===== config.mk =====
export PLATFORM = sky130hd
export DESIGN_NAME = cbl_link_master
export DESIGN_NICKNAME = d
export VERILOG_FILES = /design/src/rtl/cbl_pkg.sv /design/src/rtl/cbl_tx_shift.sv /design/src/rtl/cbl_rx_gather.sv /design/src/rtl/cbl_timeout.sv /design/src/rtl/cbl_link_master.sv
export SDC_FILE = /design/constraint.sdc
export NUM_CORES = 1
export LEC_CHECK = 0
export BUFFER_PORTS_ARGS = -buffer_cell sky130_fd_sc_hd__buf_2
export CORE_AREA = 3 3 111 113
export DETAILED_ROUTE_END_ITERATION = 7
export DIE_AREA = 0 0 114 116
export PLACE_DENSITY = 0.69
export SLEW_MARGIN = 25
export SYNTH_ARGS = -nofsm -noshare
export SYNTH_HDL_FRONTEND = slang
export SYNTH_SLANG_ARGS = --single-unit

===== constraint.sdc =====
create_clock -name clk -period 2.6 [get_ports clk]
set_input_delay 0.13 -clock clk [delete_from_list [all_inputs] [get_ports clk]]
set_output_delay 0.13 -clock clk [all_outputs]
set_load 0.02 [all_outputs]

===== src/rtl/cbl_pkg.sv =====
package cbl_pkg;

  typedef enum logic [1:0] {
    ST_GAP  = 2'd0,
    ST_IDLE = 2'd1,
    ST_SEND = 2'd2,
    ST_RESP = 2'd3
  } cbl_state_e;

  localparam int REQ_MAX_BYTES = 6;
  localparam int RSP_MAX_BYTES = 5;
  localparam logic [1:0] STS_ERR = 2'b11;

  typedef struct packed {
    logic [1:0]  status;
    logic [31:0] data;
  } cbl_resp_t;

  // Left-justified request frame: top byte leaves first.
  function automatic logic [REQ_MAX_BYTES*8-1:0] pack_request(
    input logic wr, input logic [19:0] addr, input logic [31:0] wdata);
    logic [REQ_MAX_BYTES*8-1:0] f;
    f = {wr, addr[14:0], 32'h0};
    if (wr) f[31:0] = wdata;
    return f;
  endfunction

  function automatic logic [2:0] req_bytes(input logic wr);
    return wr ? 3'd6 : 3'd2;
  endfunction

  function automatic logic [2:0] rsp_bytes(input logic wr);
    return wr ? 3'd1 : 3'd5;
  endfunction

  // body: previously gathered data bytes; sbyte: the trailing status byte
  function automatic cbl_resp_t decode_response(
    input logic wr, input logic [31:0] body, input logic [7:0] sbyte);
    cbl_resp_t r;
    if (!sbyte[2]) begin
      r.status = STS_ERR;
      r.data   = 32'h0;
    end else begin
      r.status = sbyte[1:0];
      r.data   = wr ? 32'h0 : body;
    end
    return r;
  endfunction

endpackage


===== src/rtl/cbl_tx_shift.sv =====
module cbl_tx_shift #(
  parameter int NBYTES = 6
) (
  input  logic              clk,
  input  logic              rst,
  input  logic              load,
  input  logic [NBYTES*8-1:0] frame,
  input  logic              shift,
  output logic [7:0]        dout
);
  logic [NBYTES*8-1:0] sh_q;

  always_ff @(posedge clk) begin
    if (rst)        sh_q <= '0;
    else if (load)  sh_q <= frame;
    else if (shift) sh_q <= {sh_q[NBYTES*8-9:0], 8'h00};
  end

  assign dout = sh_q[NBYTES*8-1 -: 8];


  load_shift_excl_chk: assert property (@(posedge clk) disable iff (rst)
    !(load && shift));
endmodule


===== src/rtl/cbl_rx_gather.sv =====
module cbl_rx_gather #(
  parameter int NBYTES = 4,
  localparam int CW = $clog2(NBYTES + 1)
) (
  input  logic                clk,
  input  logic                rst,
  input  logic                clear,
  input  logic                take,
  input  logic [7:0]          din,
  output logic [CW-1:0]       count,
  output logic [NBYTES*8-1:0] data
);
  always_ff @(posedge clk) begin
    if (rst || clear) begin
      count <= '0;
      data  <= '0;
    end else if (take) begin
      count <= count + 1'b1;
      data  <= {data[NBYTES*8-9:0], din};
    end
  end


  rx_count_bound_chk: assert property (@(posedge clk) disable iff (rst)
    count <= CW'(NBYTES));
endmodule


===== src/rtl/cbl_timeout.sv =====
module cbl_timeout #(
  parameter int LIMIT = 64,
  localparam int TW = $clog2(LIMIT + 1)
) (
  input  logic clk,
  input  logic rst,
  input  logic run,
  output logic expired
);
  logic [TW-1:0] cnt_q;

  assign expired = run && (cnt_q == TW'(LIMIT - 1));

  always_ff @(posedge clk) begin
    if (rst || !run)   cnt_q <= '0;
    else if (!expired) cnt_q <= cnt_q + 1'b1;
  end


  timer_bound_chk: assert property (@(posedge clk) disable iff (rst)
    cnt_q <= TW'(LIMIT - 1));
endmodule


===== src/rtl/cbl_link_master.sv =====
module cbl_link_master
  import cbl_pkg::*;
#(
  parameter int TIMEOUT_CYCLES = 64,
  parameter int TURN_GAP       = 1
) (
  input  logic        clk,
  input  logic        rst,
  input  logic        req_wr,
  input  logic        req_rd,
  input  logic [19:0] req_addr,
  input  logic [31:0] req_wdata,
  output logic        resp_ack,
  output logic [1:0]  resp_status,
  output logic [31:0] resp_rdata,
  output logic [7:0]  link_dout,
  output logic        link_vout,
  output logic        link_dir,
  input  logic [7:0]  link_din,
  input  logic        link_vin
);
  localparam int BODY_BYTES = RSP_MAX_BYTES - 1;
  localparam int CW = $clog2(BODY_BYTES + 1);
  localparam int GW = $clog2(TURN_GAP + 1);
  localparam int QW = GW + 1;

  cbl_state_e     state_q;
  logic           is_wr_q;
  logic [2:0]     tx_idx_q;
  logic [GW-1:0]  gap_q;

  logic               accept, tx_last, rx_take, rx_last, rx_store, wd_expired;
  logic [7:0]         tx_byte;
  logic [CW-1:0]      rx_cnt;
  logic [BODY_BYTES*8-1:0] rx_body;
  cbl_resp_t          fin;

  assign accept   = (state_q == ST_IDLE) && (req_wr || req_rd);
  assign tx_last  = (state_q == ST_SEND) && (tx_idx_q == req_bytes(is_wr_q) - 3'd1);
  assign rx_take  = (state_q == ST_RESP) && link_vin;
  assign rx_last  = rx_take && (rx_cnt == CW'(rsp_bytes(is_wr_q) - 3'd1));
  assign rx_store = rx_take && !rx_last;
  assign fin      = decode_response(is_wr_q, rx_body[31:0], link_din);

  cbl_tx_shift #(.NBYTES(REQ_MAX_BYTES)) u_tx (
    .clk   (clk),
    .rst   (rst),
    .load  (accept),
    .frame (pack_request(req_wr, req_addr, req_wdata)),
    .shift (state_q == ST_SEND),
    .dout  (tx_byte)
  );

  cbl_rx_gather #(.NBYTES(BODY_BYTES)) u_rx (
    .clk   (clk),
    .rst   (rst),
    .clear (accept),
    .take  (rx_store),
    .din   (link_din),
    .count (rx_cnt),
    .data  (rx_body)
  );

  cbl_timeout #(.LIMIT(TIMEOUT_CYCLES)) u_wd (
    .clk     (clk),
    .rst     (rst),
    .run     (state_q == ST_RESP),
    .expired (wd_expired)
  );

  always_ff @(posedge clk) begin
    if (rst) begin
      state_q     <= ST_GAP;
      is_wr_q     <= 1'b0;
      tx_idx_q    <= 3'd0;
      gap_q       <= '0;
      link_dir    <= 1'b0;
      resp_ack    <= 1'b0;
      resp_status <= 2'b00;
      resp_rdata  <= 32'h0;
    end else begin
      resp_ack <= 1'b0;
      case (state_q)
        ST_GAP: begin
          if (gap_q == GW'(TURN_GAP - 1)) begin
            gap_q   <= '0;
            state_q <= ST_IDLE;
          end else begin
            gap_q <= gap_q + 1'b1;
          end
        end
        ST_IDLE: begin
          if (accept) begin
            is_wr_q  <= req_wr;
            tx_idx_q <= 3'd0;
            state_q  <= ST_SEND;
          end
        end
        ST_SEND: begin
          tx_idx_q <= tx_idx_q + 3'd1;
          if (tx_last) begin
            link_dir <= 1'b1;
            state_q  <= ST_RESP;
          end
        end
        ST_RESP: begin
          if (rx_last) begin
            resp_ack    <= 1'b1;
            resp_status <= fin.status;
            resp_rdata  <= fin.data;
            link_dir    <= 1'b0;
            state_q     <= ST_GAP;
          end else if (wd_expired) begin
            resp_ack    <= 1'b1;
            resp_status <= STS_ERR;
            resp_rdata  <= 32'h0;
            link_dir    <= 1'b0;
            state_q     <= ST_GAP;
          end
        end
        default: state_q <= ST_GAP;
      endcase
    end
  end

  assign link_vout = (state_q == ST_SEND);
  assign link_dout = link_vout ? tx_byte : 8'h00;

  // Quiet-cycle counter used only by the turnaround check
  logic [QW-1:0] quiet_q;
  always_ff @(posedge clk) begin
    if (rst || link_dir || link_vout) quiet_q <= '0;
    else if (quiet_q != {QW{1'b1}})   quiet_q <= quiet_q + 1'b1;
  end


  vout_dir_low_chk: assert property (@(posedge clk) disable iff (rst)
    link_vout |-> !link_dir);

  turn_after_frame_chk: assert property (@(posedge clk) disable iff (rst)
    $fell(link_vout) |-> link_dir);

  ack_single_chk: assert property (@(posedge clk) disable iff (rst)
    resp_ack |=> !resp_ack);

  busy_ignore_chk: assert property (@(posedge clk) disable iff (rst)
    (state_q == ST_RESP || state_q == ST_GAP) |=> (state_q != ST_SEND));

  turn_gap_chk: assert property (@(posedge clk) disable iff (rst)
    $rose(link_vout) |-> (quiet_q >= QW'(TURN_GAP)));

  status_pass_chk: assert property (@(posedge clk) disable iff (rst)
    (rx_last && link_din[2]) |=> (resp_ack && resp_status == $past(link_din[1:0])));

  marker_err_chk: assert property (@(posedge clk) disable iff (rst)
    (rx_last && !link_din[2]) |=> (resp_ack && resp_status == STS_ERR && resp_rdata == 32'h0));

  timeout_abort_chk: assert property (@(posedge clk) disable iff (rst)
    (wd_expired && !rx_last) |=> (resp_ack && resp_status == STS_ERR && !link_dir));
endmodule


; Word level (Yosys, flattened, before mapping)
; Index checks and enable logic that the tools add are counted.
[classes]
n_lt_le_gt_ge = 0
addsub = 6
n_shift = 0
multipliers = 0
n_eq_ne = 10
muxes = 27
n_reduce_logical = 22
n_div = 0
n_bitwise = 1
[op_table]
columns = cell, count
row1 = 2-to-1 mux 32 bit, 4
row2 = 2-to-1 mux 48 bit, 2
row3 = 2-to-1 mux 34 bit, 1
row4 = 2-to-1 mux 2 bit, 7
row5 = 2-to-1 mux 3 bit, 3
row6 = 2-to-1 mux 8 bit, 1
row7 = case mux 2 bit (4 select lines), 1
row8 = nonzero test 2 bit, 4
row9 = adder 7 x 1 -> 7 bit (second input constant), 1
row10 = == test 7 x 6 -> 1 bit (second input constant), 1
row11 = adder 3 x 1 -> 3 bit (second input constant), 2
row12 = == test 3 bit, 2
row13 = logical AND 1 bit, 6
row14 = 2-to-1 mux 1 bit, 6
row15 = case mux 3 bit (2 select lines), 1
row16 = AND reduction 2 bit, 3
row17 = subtractor 3 x 1 -> 3 bit (second input constant), 2
row18 = == test 2 bit (second input constant), 2
row19 = != test 2 x 1 -> 1 bit (second input constant), 2
row20 = AND reduction 4 bit, 1
row21 = logical OR 1 bit, 3
row22 = != test 3 bit (second input constant), 1
row23 = AND reduction 3 bit, 1
row24 = == test 2 x 1 -> 1 bit (second input constant), 1
row25 = 7 further kinds, 8
[word_totals]
output_inout_bits = 45
elab_cells = 78
mem_bits_ro = 0
register_bits = 133
ramBits = 0
n_memories = 0
latchBits = 0

; Logic depth before layout (Yosys ltp)
; Gate-level depths: netlist of the first run.
[depth]
ltp_word = 6
depth_mapped = 8

; Modules after synthesis
; Synthesis of the first run repeated with hierarchy kept, for this count alone.
[hier_totals]
hier_cells = 593
area_unflattened_um2 = 5786.8
[modules_own_cells]
columns = module, cells_each, n_inst, seq_area_each_um2, area_each_um2
row1 = cbl_tx_shift, 221, 1, 960.9, 2227.1
row2 = cbl_link_master, 217, 1, 840.8, 1913.1
row3 = cbl_rx_gather, 116, 1, 700.7, 1303.8
row4 = cbl_timeout, 39, 1, 140.1, 342.8

; Least setup slack after synthesis of the first run
; No wires, ideal clock.
[synth_timing]
path_type = register -> register
from = reg state_q[0]
to = reg u_tx.sh_q[14]
n_path_buf = 2
required_ps = 2472
setup_time_ps = 128
path_stages_with_launch = 9
period_less_slack_ps = 1782
t_arrival_ps = 1654
slack_ps = 818
path_cell_list = dfxtp_1 -> inv_1 -> ha_1 -> clkbuf_1 -> buf_2 -> mux2i_1 -> nor2_1 -> a31oi_1 -> nor2_1
[synth_rtl]
columns = element, line_no
row1 = from (decl), cbl_link_master.sv:27  ; cbl_state_e state_q;
row2 = from (signal assigned), cbl_link_master.sv:73  ; state_q <= ST_GAP;
row3 = from (signal assigned), cbl_link_master.sv:87  ; state_q <= ST_IDLE;
row4 = from (signal assigned), cbl_link_master.sv:96  ; state_q <= ST_SEND;
row5 = == test 2 bit, --
row6 = net link_vout, cbl_link_master.sv:17  ; output logic link_vout,
row7 = nonzero test 2 bit (no line), --
row8 = to (signal assigned), cbl_tx_shift.sv:15  ; else if (load) sh_q <= frame;
row9 = to (signal assigned), cbl_tx_shift.sv:16  ; else if (shift) sh_q <= {sh_q[NBYTES*8-9:0], 8'h00};
row10 = to (decl), cbl_tx_shift.sv:11  ; logic [NBYTES*8-1:0] sh_q;
; The timed path passes the listed nets, and every way through them passes these cells.
; A chain may end at the register's enable or synchronous reset.

; Final worst setup path of the first run
[layout_timing]
from = reg state_q[0]
to = out link_dout[3]
[layout_between]
elab_chain_len = 2
[layout_rtl]
columns = element, line_no
row1 = == test 2 bit, cbl_link_master.sv:126  ; assign link_vout = (state_q == ST_SEND);
row2 = 2-to-1 mux 8 bit, cbl_link_master.sv:127  ; assign link_dout = link_vout ? tx_byte : 8'h00;
row3 = to (decl), cbl_link_master.sv:16  ; output logic [7:0] link_dout,
; No other way between the ends.

==> results of run 1 <==
## metal layers
metal	up-vias	global-route usage [%]	part of all wire (%)	wire length, um
li1	2283	-	-	-
met1	2192	24.4	42	5750
met2	115	37.3	50	6870
met3	24	6.48	5.3	726
met4	0	8.95	2.3	319
met5	-	0	0	0
## sequential cells by signal, summed over array words and instances, names as in the netlist
| register | cells |
|---|---|
| resp_rdata | 32 |
| resp_status | 2 |
| tx_idx_q | 3 |
| resp_ack | 1 |
| is_wr_q | 1 |
| u_rx.data | 32 |
| state_q | 2 |
| u_rx.count | 3 |
| u_tx.sh_q | 48 |
| u_wd.cnt_q | 7 |
| link_dir | 1 |
## critical path, delay by kind of cell, from the launching register on
kind                       cells  cell delay (ns)
adders and majority gates      1             0.48
buffers and inverters          3             0.56
DFF                            1             0.34
and+or+nand+nor                1             0.15
## layout make-up
| type | count | area share (%) |
|---|---|---|
| clock buffer | 20 | 6.36 |
| clock inverter | 12 | 2.55 |
| inverter | 10 | 0.534 |
| multi-input combinational | 376 | 34.3 |
| sequential | 132 | 37.6 |
| tap | 143 | 2.55 |
| timing repair buffer | 167 | 16.1 |
## logic make-up after synthesis
kind of cell,count (synthesis),share of synthesized area (%)
multiplexers,41,7.70
buffers and inverters,54,5.28
adder cells (fa/ha/maj),9,2.11
AND/OR/NAND/NOR,176,13.9
flip-flops,132,49.6
AO/OA/AOI/OAI,144,20.2
XOR/XNOR,6,1.13
## repair_timing
action                                 CTS  global route
hold buffers                            50             0
resized for setup                        0             0
endpoints found under the hold margin   51             0
## per-stage QoR
stage,instance area (um^2),total power (W),hold slack [ns],util [%],setup slack (ns)
after detailed placement,5900,0.00345,0.348,51.7,0.692
after global placement,5900,0.00340,0.344,51.7,0.765
final,7030,0.00599,0.0229,61.5,0.510
after CTS,7030,0.00603,0.00437,61.5,0.492
after global routing,7030,0.00629,0.0137,61.5,0.364
after floorplan,5330,0.00315,0.256,-,0.818
## final timing paths
path	from	endpoint	slack, ns
worst min register to register	u_wd.cnt_q[6]$_SDFFE_PP0N_	u_wd.cnt_q[6]$_SDFFE_PP0N_	0.45
worst min-delay path	req_addr[11]	u_tx.sh_q[43]$_SDFFE_PP0P_	0.02
worst max-delay path	state_q[0]$_SDFFE_PP0P_	link_dout[3]	0.51
worst max register to register	state_q[1]$_SDFFE_PP0P_	u_tx.sh_q[4]$_SDFFE_PP0P_	0.68
## placed cells by master, fill, tap and decap left out, types with 2 or more instances in the layout
master         instances
a21oi_1               40
clkinvlp_4             3
o21a_1                 2
dfxtp_1              132
o221a_2                2
a211oi_1              16
xnor2_1                5
a32o_1                 2
and3_1                 2
o21ai_0                7
inv_1                  9
clkinv_2               2
clkbuf_1               2
nor2_1                74
clkbuf_16             17
ha_1                   8
a22o_1                 8
a32o_2                30
mux2i_1               41
dlygate4sd3_1         50
a21o_1                 2
bufinv_16              4
buf_4                 12
a311oi_1               2
nand2_1               79
clkinv_4               2
and2_1                 8
buf_2                104
nor3_1                 2
a31oi_1               28
nor3b_1                2
## where the power goes
part / leakage, nW / internal (W) / total, W / switching (W)
combinational: 1.62 / 0.000469 / 0.00111 / 0.000642
clock: 0.297 / 0.00163 / 0.00251 / 0.000884
sequential: 1.07 / 0.00223 / 0.00236 / 0.000133
total: 2.99 / 0.00433 / 0.00599 / 0.00166
==> impl_metrics.toml, run 1 <==
[setup_path]
cp_data_required_time_ns = 2.47
worst_setup_path_end_kind = "output pin"
crit_fanout = 20
crit_path_start_kind = "flop"
slowest_stage = "ha_2"
r2r_cells = 7
cp_cell_sequence = "inv_1 -> ha_2 -> buf_4 -> and2_1 -> buf_2"
worstSetupPathType = "reg2out"
crit_path_max_incr_delay_ns = 0.48
crit_arrival_ns = 1.96

[clock_network]
cts_sinks = 132
postCtsSetupRepairBufs = 0
htreeDepth = 4
clock_latency_ns = 0.42
clk_pin_slew_ns = 0.06
root_buffer = "clkbuf_16"
numCtsBuffers = 17
clockBufferDepth = 2
cts_tree = "yes"

[timing]
grt_setup_unrepaired = "false"
hold_viol_final = 0
setup_viol = 0
worst_slew_margin_rel_pct = 58.6
max_clock_freq_mhz = 478
setup_tns_ns = 0
worst_pin_slew_ns = 0.619
min_period_over_period_pct = 80.4
period_needed_ns = 2.09
finalMaxSlewViolations = 0
skew_ns = 0.00982

[floorplanning]
die_h_um = 116
dieArea_um2 = 13200
rows = 39
start_util_pct = 46.7
coreArea_um2 = 11400
die_x_um = 114
io_pins = 110

[synthesis]
synth_cells = 562
synth_flop_cell = "dfxtp_1"
synthArstFlopShare_pct = 0
netlist.area_leader.share_pct = 49.6
ys_ff_latch = 132
synth_area_um2 = 5330
synth_cell_types = 45
synth_commonest_cells = "132 x dfxtp_1, 79 x nand2_1, 74 x nor2_1"
syn_avg_cell_area_um2 = 9.48
yosys_warnings = 0
synth-edff-count = 0
seq_area_frac_synth_pct = 49.6
synth_area_leaders = "dfxtp_1 50%, mux2i_1 7.7%, a32o_2 6.3%"
yosysTopAreaCell = "dfxtp_1"
synth.most_common_cell = "dfxtp_1"
syn_nets = 636

[drt]
postRouteAntennaNets = 0
dr.pass1.iters = 4
route.detailed.drc = 0
routedWlPerCell_um = 15.9
drt_iter0_markers = 365
viasPerCell = 5.37
drt-total-wl_mm = 13.7
num_vias = 4614

[grt]
grt_pass1_wl_mm = 22.4
antenna_found_initial = 0
grt_max_degree = 42
grt_pass1_vias = 4701
globalRouteOverflowTotal = 0
track_usage_pct = 21.4

[placed_design]
dpl.cell_count = 778
place.detailed.hpwl_mm = 8.48
port_buffers = 104
gp_congestion = 0.810

[run_status]
outcome = "finished clean"

[power]
power.leakage_nw = 2.99
p_per_area_nw_per_um2 = 852
irDropWorstVdd_uv = 557

[layout]
diodes = 0
nets = 778
regArea_um2 = 2640
multi_input_area_um2 = 2410
fillers = 936
drive_gt1_share_pct = 26.6
fin_cells = 860
areaGrowthSynthToFinish_pct = 31.9

[worst_hold_path]
min_path_cells = 3
min_path_type = "in2reg"

[job]
maxCapViolCount = 0
Power figures use the tool's default switching activity.
==> run 2, diff against run 1 <==
==> constraint.sdc (replaced) <==
create_clock -name clk -period 2 [get_ports clk]
set_input_delay 0.1 -clock clk [delete_from_list [all_inputs] [get_ports clk]]
set_output_delay 0.1 -clock clk [all_outputs]
set_load 0.02 [all_outputs]
==> run 2 against run 1 <==
  * Total power grew 33%
  * Clock power grew 36%
  * Die area unchanged
  * Sequential cell count stayed put
  * Critical path type unchanged
  * Highest routed layer unchanged
==> impl_metrics.toml, run 2 (synthesis results as in run 1) <==
[placed_design]
port_buffers = 104
dpl_cell_area_um2 = 5950
gp_congestion = 0.800
place.detailed.hpwl_mm = 8.45

[timing]
skew_ns = 0.00531
min_period_over_period_pct = 90.8
worst_slew_margin_rel_pct = 50.5
worst_pin_slew_ns = 0.740
grt_setup_unrepaired = "false"
finalMaxSlewViolations = 0
setup_viol = 0
period_needed_ns = 1.82
setup_tns_ns = 0
hold_viol_final = 0
hold_slack_ns = 0.0151
max_clock_freq_mhz = 551

[grt]
antenna_found_initial = 0
gr-usage-met2_pct = 37.4
met3_usage_pct = 6.63
top_usage_layer = "met2"
track_usage_pct = 21.3
gr-usage-met1_pct = 24.4
grt_pass1_wl_mm = 22.4
grt_pass1_vias = 4719
grt_max_degree = 41
globalRouteOverflowTotal = 0

[clock_network]
numCtsBuffers = 17
cts_tree = "yes"
postCtsSetupRepairBufs = 0
root_buffer = "clkbuf_16"
htreeDepth = 4
cts_sinks = 132
clk_pin_slew_ns = 0.05
clockBufferDepth = 2
clock_latency_ns = 0.41

[setup_path]
crit_path_start_kind = "flop"
cp_data_required_time_ns = 1.90
critPathLaunch = "state_q[0]$_SDFFE_PP0P_"
worstSetupPathType = "reg2out"
crit_fanout = 39
timing.rr.end = "resp_rdata[27]$_SDFFE_PP0P_"
r2r_cells = 6
r2r-start = "state_q[1]$_SDFFE_PP0P_"
worst_setup_path_end_kind = "output pin"
crit_arrival_ns = 1.72
r2r_slack_ns = 0.26

[worst_hold_path]
min_path_cells = 3
min_path_type = "in2reg"
hold_end = "u_tx.sh_q[45]$_SDFFE_PP0P_"
min_from = "req_addr[13]"

[layout]
finalInstanceArea_um2 = 7140
nets = 783
diodes = 0
drive_gt1_share_pct = 26.9
layout_common_cells = "132 x dfxtp_1, 104 x buf_2, 79 x nand2_1, 74 x nor2_1, 53 x dlygate4sd3_1"
regMostFlops = "u_tx.sh_q"
areaGrowthSynthToFinish_pct = 34.0
largest_register_ff_count = 48
top_regs = "u_tx.sh_q (48), resp_rdata (32), u_rx.data (32)"
regArea_um2 = 2640
multi_input_area_um2 = 2410
final_common_cell = "dfxtp_1"
fillers = 917

[power]
power.leakage_nw = 3.03
p_per_area_nw_per_um2 = 1110
irDropWorstVdd_uv = 794

[floorplanning]
start_util_pct = 46.7
dieArea_um2 = 13200
die_x_um = 114
coreArea_um2 = 11400
io_pins = 110
rows = 39
die_h_um = 116

[drt]
routedWlPerCell_um = 15.9
postRouteAntennaNets = 0
dr.pass1.iters = 7
drt-total-wl_mm = 13.8
route.detailed.drc = 0
viasPerCell = 5.38
drt_iter0_markers = 334
num_vias = 4656

[job]
maxCapViolCount = 0

[run_status]
outcome = "finished clean"
==> run 2: cell count changes in the layout (fill, tap and decap cells not counted), sizes merged <==
cell / delta
buf: +2
bufinv: +1
clkinv: -1
clkinvlp: +1
dlygate4sd3: +3
inv: -1
==> run 2: cell type report <==
cell class | instances | share of cell area [%]
Timing Repair Buffer | 172 | 17.0
Tap cell | 143 | 2.50
Multi-Input combinational cell | 376 | 33.8
Clock inverter | 12 | 2.84
Clock buffer | 20 | 6.39
Inverter | 10 | 0.525
Sequential cell | 132 | 37.0
==> run 2: layer usage <==
| layer | routed length, um | part of all wire, % |
|---|---|---|
| met1 | 5850 | 42 |
| met3 | 738 | 5.4 |
| met4 | 278 | 2.0 |
| met5 | 0 | 0 |
| met2 | 6900 | 50 |
==> run 2: through the flow <==
stage | setup WS (ns) | std cells | utilization, % | power, W
finish | 0.184 | 865 | 62.6 | 0.00795
detailed placement | 0.269 | 780 | 52.1 | 0.00449
CTS | 0.170 | 865 | 62.6 | 0.00799
global placement | 0.345 | 780 | 52.1 | 0.00443
floorplan | 0.218 | 562 | - | 0.00409
global route | 0.0457 | 865 | 62.6 | 0.00831
==> run 2: where the power goes <==
part | total (W) | internal (W) | switching, W
sequential | 0.00307 | 0.00290 | 0.000170
clock | 0.00341 | 0.00228 | 0.00113
combinational | 0.00148 | 0.000624 | 0.000853
total | 0.00795 | 0.00580 | 0.00215
==> run 2: how the worst max path moves through the flow <==
| stage | to | cells after the start |
|---|---|---|
| after floorplan | u_tx.sh_q[14]$_SDFFE_PP0P_ | 8 |
| after global placement | resp_rdata[19]$_SDFFE_PP0P_ | 6 |
| after detailed placement | u_tx.sh_q[5]$_SDFFE_PP0P_ | 5 |
| after CTS | link_dout[3] | 5 |
| after global routing | u_tx.sh_q[5]$_SDFFE_PP0P_ | 6 |
| final | link_dout[3] | 5 |
==> run 2: what timing repair did <==
action | 4_1_cts | 5_1_grt
resized for setup | 0 | 0
setup endpoints to repair | 0 | 0
endpoints found under the hold margin | 55 | 0
hold buffers | 53 | 0
==> run 2: worst max-delay path, stage by stage (launching register included) <==
cell     delay [ns]
dfxtp_1        0.34
inv_1          0.10
ha_2           0.25
buf_12         0.27
and2_1         0.17
buf_2          0.16
==> run 3, diff against run 2 <==
--- a/config.mk
+++ b/config.mk
@@ -6,10 +6,10 @@
 export NUM_CORES = 1
 export LEC_CHECK = 0
 export BUFFER_PORTS_ARGS = -buffer_cell sky130_fd_sc_hd__buf_2
-export CORE_AREA = 3 3 111 113
+export CORE_AREA = 3 3 113 115
 export DETAILED_ROUTE_END_ITERATION = 7
-export DIE_AREA = 0 0 114 116
-export PLACE_DENSITY = 0.69
+export DIE_AREA = 0 0 116 118
+export PLACE_DENSITY = 0.67
 export SLEW_MARGIN = 25
 export SYNTH_ARGS = -nofsm -noshare
 export SYNTH_HDL_FRONTEND = slang
==> run 3 against run 2 <==
  * Cell area rose by 0.26%
  * Clock power fell by 8.5%
  * Combinational power rose by 3%
  * Critical path depth did not move
  * Via count rose by 0.54%
  * Sequential share of layout area fell by 0.097 points
  * Setup slack got worse by 0.038 ns
  * Largest power group unchanged
==> impl_metrics.toml, run 3 (synthesis results as in run 1) <==
[run_status]
outcome = "finished clean"

[placed_design]
port_buffers = 104
place.detailed.hpwl_mm = 8.47
dpl_worst_slack_ns = 0.256
gp_congestion = 0.819

[layout]
layout_common_cells = "132 x dfxtp_1, 104 x buf_2, 79 x nand2_1, 74 x nor2_1, 56 x dlygate4sd3_1"
regArea_um2 = 2640
nets = 788
largest_register_ff_count = 48
diodes = 0
areaGrowthSynthToFinish_pct = 34.4
fillers = 977
multi_input_area_um2 = 2420
top_regs = "u_tx.sh_q (48), resp_rdata (32), u_rx.data (32)"
final_common_cell = "dfxtp_1"
drive_gt1_share_pct = 27.0
regMostFlops = "u_tx.sh_q"

[setup_path]
cp.buffers_inverters = 3
crit_path_max_incr_delay_ns = 0.34
crit_path_start_kind = "flop"
crit_arrival_ns = 1.75
crit_family = "buffers and inverters"
slowest_stage = "dfxtp_1"
worstSetupPathType = "reg2out"
crit_fanout = 18
cp_data_required_time_ns = 1.90
cp_cell_sequence = "inv_1 -> ha_4 -> buf_6 -> and2_1 -> buf_2"
worst_setup_path_end_kind = "output pin"

[drt]
drt-total-wl_mm = 13.7
postRouteAntennaNets = 0
num_vias = 4681
routedWlPerCell_um = 15.6
drt_iter0_markers = 355
dr.pass1.iters = 4
viasPerCell = 5.36
route.detailed.drc = 0

[timing]
grt_setup_unrepaired = "false"
max_clock_freq_mhz = 539
worst_pin_slew_ns = 0.710
setup_tns_ns = 0
worst_slew_margin_rel_pct = 52.5
skew_ns = 0.0138
min_period_over_period_pct = 92.7
hold_viol_final = 0
setup_slack_ns = 0.146
period_needed_ns = 1.85
hold_slack_ns = 0.0668
setup_viol = 0
finalMaxSlewViolations = 0

[floorplanning]
io_pins = 110
rows = 40
die_h_um = 118
coreArea_um2 = 11900
dieArea_um2 = 13700
start_util_pct = 44.7
die_x_um = 116

[grt]
grt_pass1_vias = 4608
track_usage_pct = 20.5
grt_max_degree = 41
antenna_found_initial = 0
grt_pass1_wl_mm = 22.2
globalRouteOverflowTotal = 0

[power]
p_int_w = 0.00554
p_per_area_nw_per_um2 = 1080
irDropWorstVdd_uv = 635
pwr-share-clk_pct = 40.5
combPwrFrac_pct = 19.7
switching_share_pct = 28.2
switchingPower_w = 0.00217
power.leakage_nw = 3.03
seqPwrFrac_pct = 39.8

[clock_network]
root_buffer = "clkbuf_16"
postCtsSetupRepairBufs = 0
cts_sinks = 132
clock_latency_ns = 0.43
htreeDepth = 4
clk_pin_slew_ns = 0.06
clockBufferDepth = 2
cts_tree = "yes"
numCtsBuffers = 17

[job]
maxCapViolCount = 0

[worst_hold_path]
min_path_type = "in2reg"
==> run 3: cell count changes in the layout (fill, tap and decap cells not counted), moves of 2 or more <==
cell / delta
dlygate4sd3_1: +3
clkinvlp_4: +2
clkinv_2: +2
bufinv_16: -2
==> run 3: routing by layer <==
metal	GRT usage (%)	part of all wire, %	wire [um]
met1	25.0	43	5840
met2	33.1	49	6730
met3	6.58	6.1	839
met4	8.27	1.8	248
met5	0	0	0
==> run 3: tightest hold or removal path, delay by kind of cell <==
family,cells,cell delay [ns]
buffers and inverters,1,0.14
AOI/OAI and AO/OA,3,0.20
==> run 3: power by group through the flow <==
stage	Clock (W)	Combinational, W	Sequential, W
5_1_grt	0.00329	0.00169	0.00309
3_3_place_gp	0	0.00136	0.00310
6_report	0.00312	0.00152	0.00307
4_1_cts	0.00318	0.00150	0.00306
2_1_floorplan	0	0.00103	0.00307
3_5_place_dp	0	0.00140	0.00311
==> run 3: stage by stage <==
stage | utilization [%] | power [W] | cell area (um^2) | instances
after floorplan | - | 0.00409 | 5330 | 562
after global placement | 50.3 | 0.00446 | 5990 | 786
after detailed placement | 50.3 | 0.00451 | 5990 | 786
after CTS | 60.1 | 0.00775 | 7160 | 874
after global routing | 60.1 | 0.00807 | 7160 | 874
final | 60.1 | 0.00771 | 7160 | 874
==> run 3: timing repair <==
action / CTS / global route
endpoints found under the setup margin: 6 / 6
hold endpoints to repair: 58 / 0
gates resized for setup: 1 / 1
hold buffers: 56 / 0
==> run 3: final timing paths <==
path	from	to	slack, ns	cells past startpoint
worst max-delay path	state_q[0]$_SDFFE_PP0P_	link_dout[7]	0.15	5
worst min-delay path	req_rd	u_tx.sh_q[47]$_SDFFE_PP0P_	0.07	4
worst max register to register	state_q[1]$_SDFFE_PP0P_	resp_rdata[26]$_SDFFE_PP0P_	0.22	6
worst min register to register	u_wd.cnt_q[6]$_SDFFE_PP0N_	u_wd.cnt_q[6]$_SDFFE_PP0N_	0.44	2
==> run 3: layout make-up <==
| class | count | share of cell area [%] |
|---|---|---|
| timing repair buffer | 177 | 17.8 |
| inverter | 10 | 0.524 |
| clock buffer | 19 | 6.18 |
| multi-input combinational | 376 | 33.8 |
| sequential | 132 | 36.9 |
| clock inverter | 13 | 2.22 |
| tap | 147 | 2.57 |
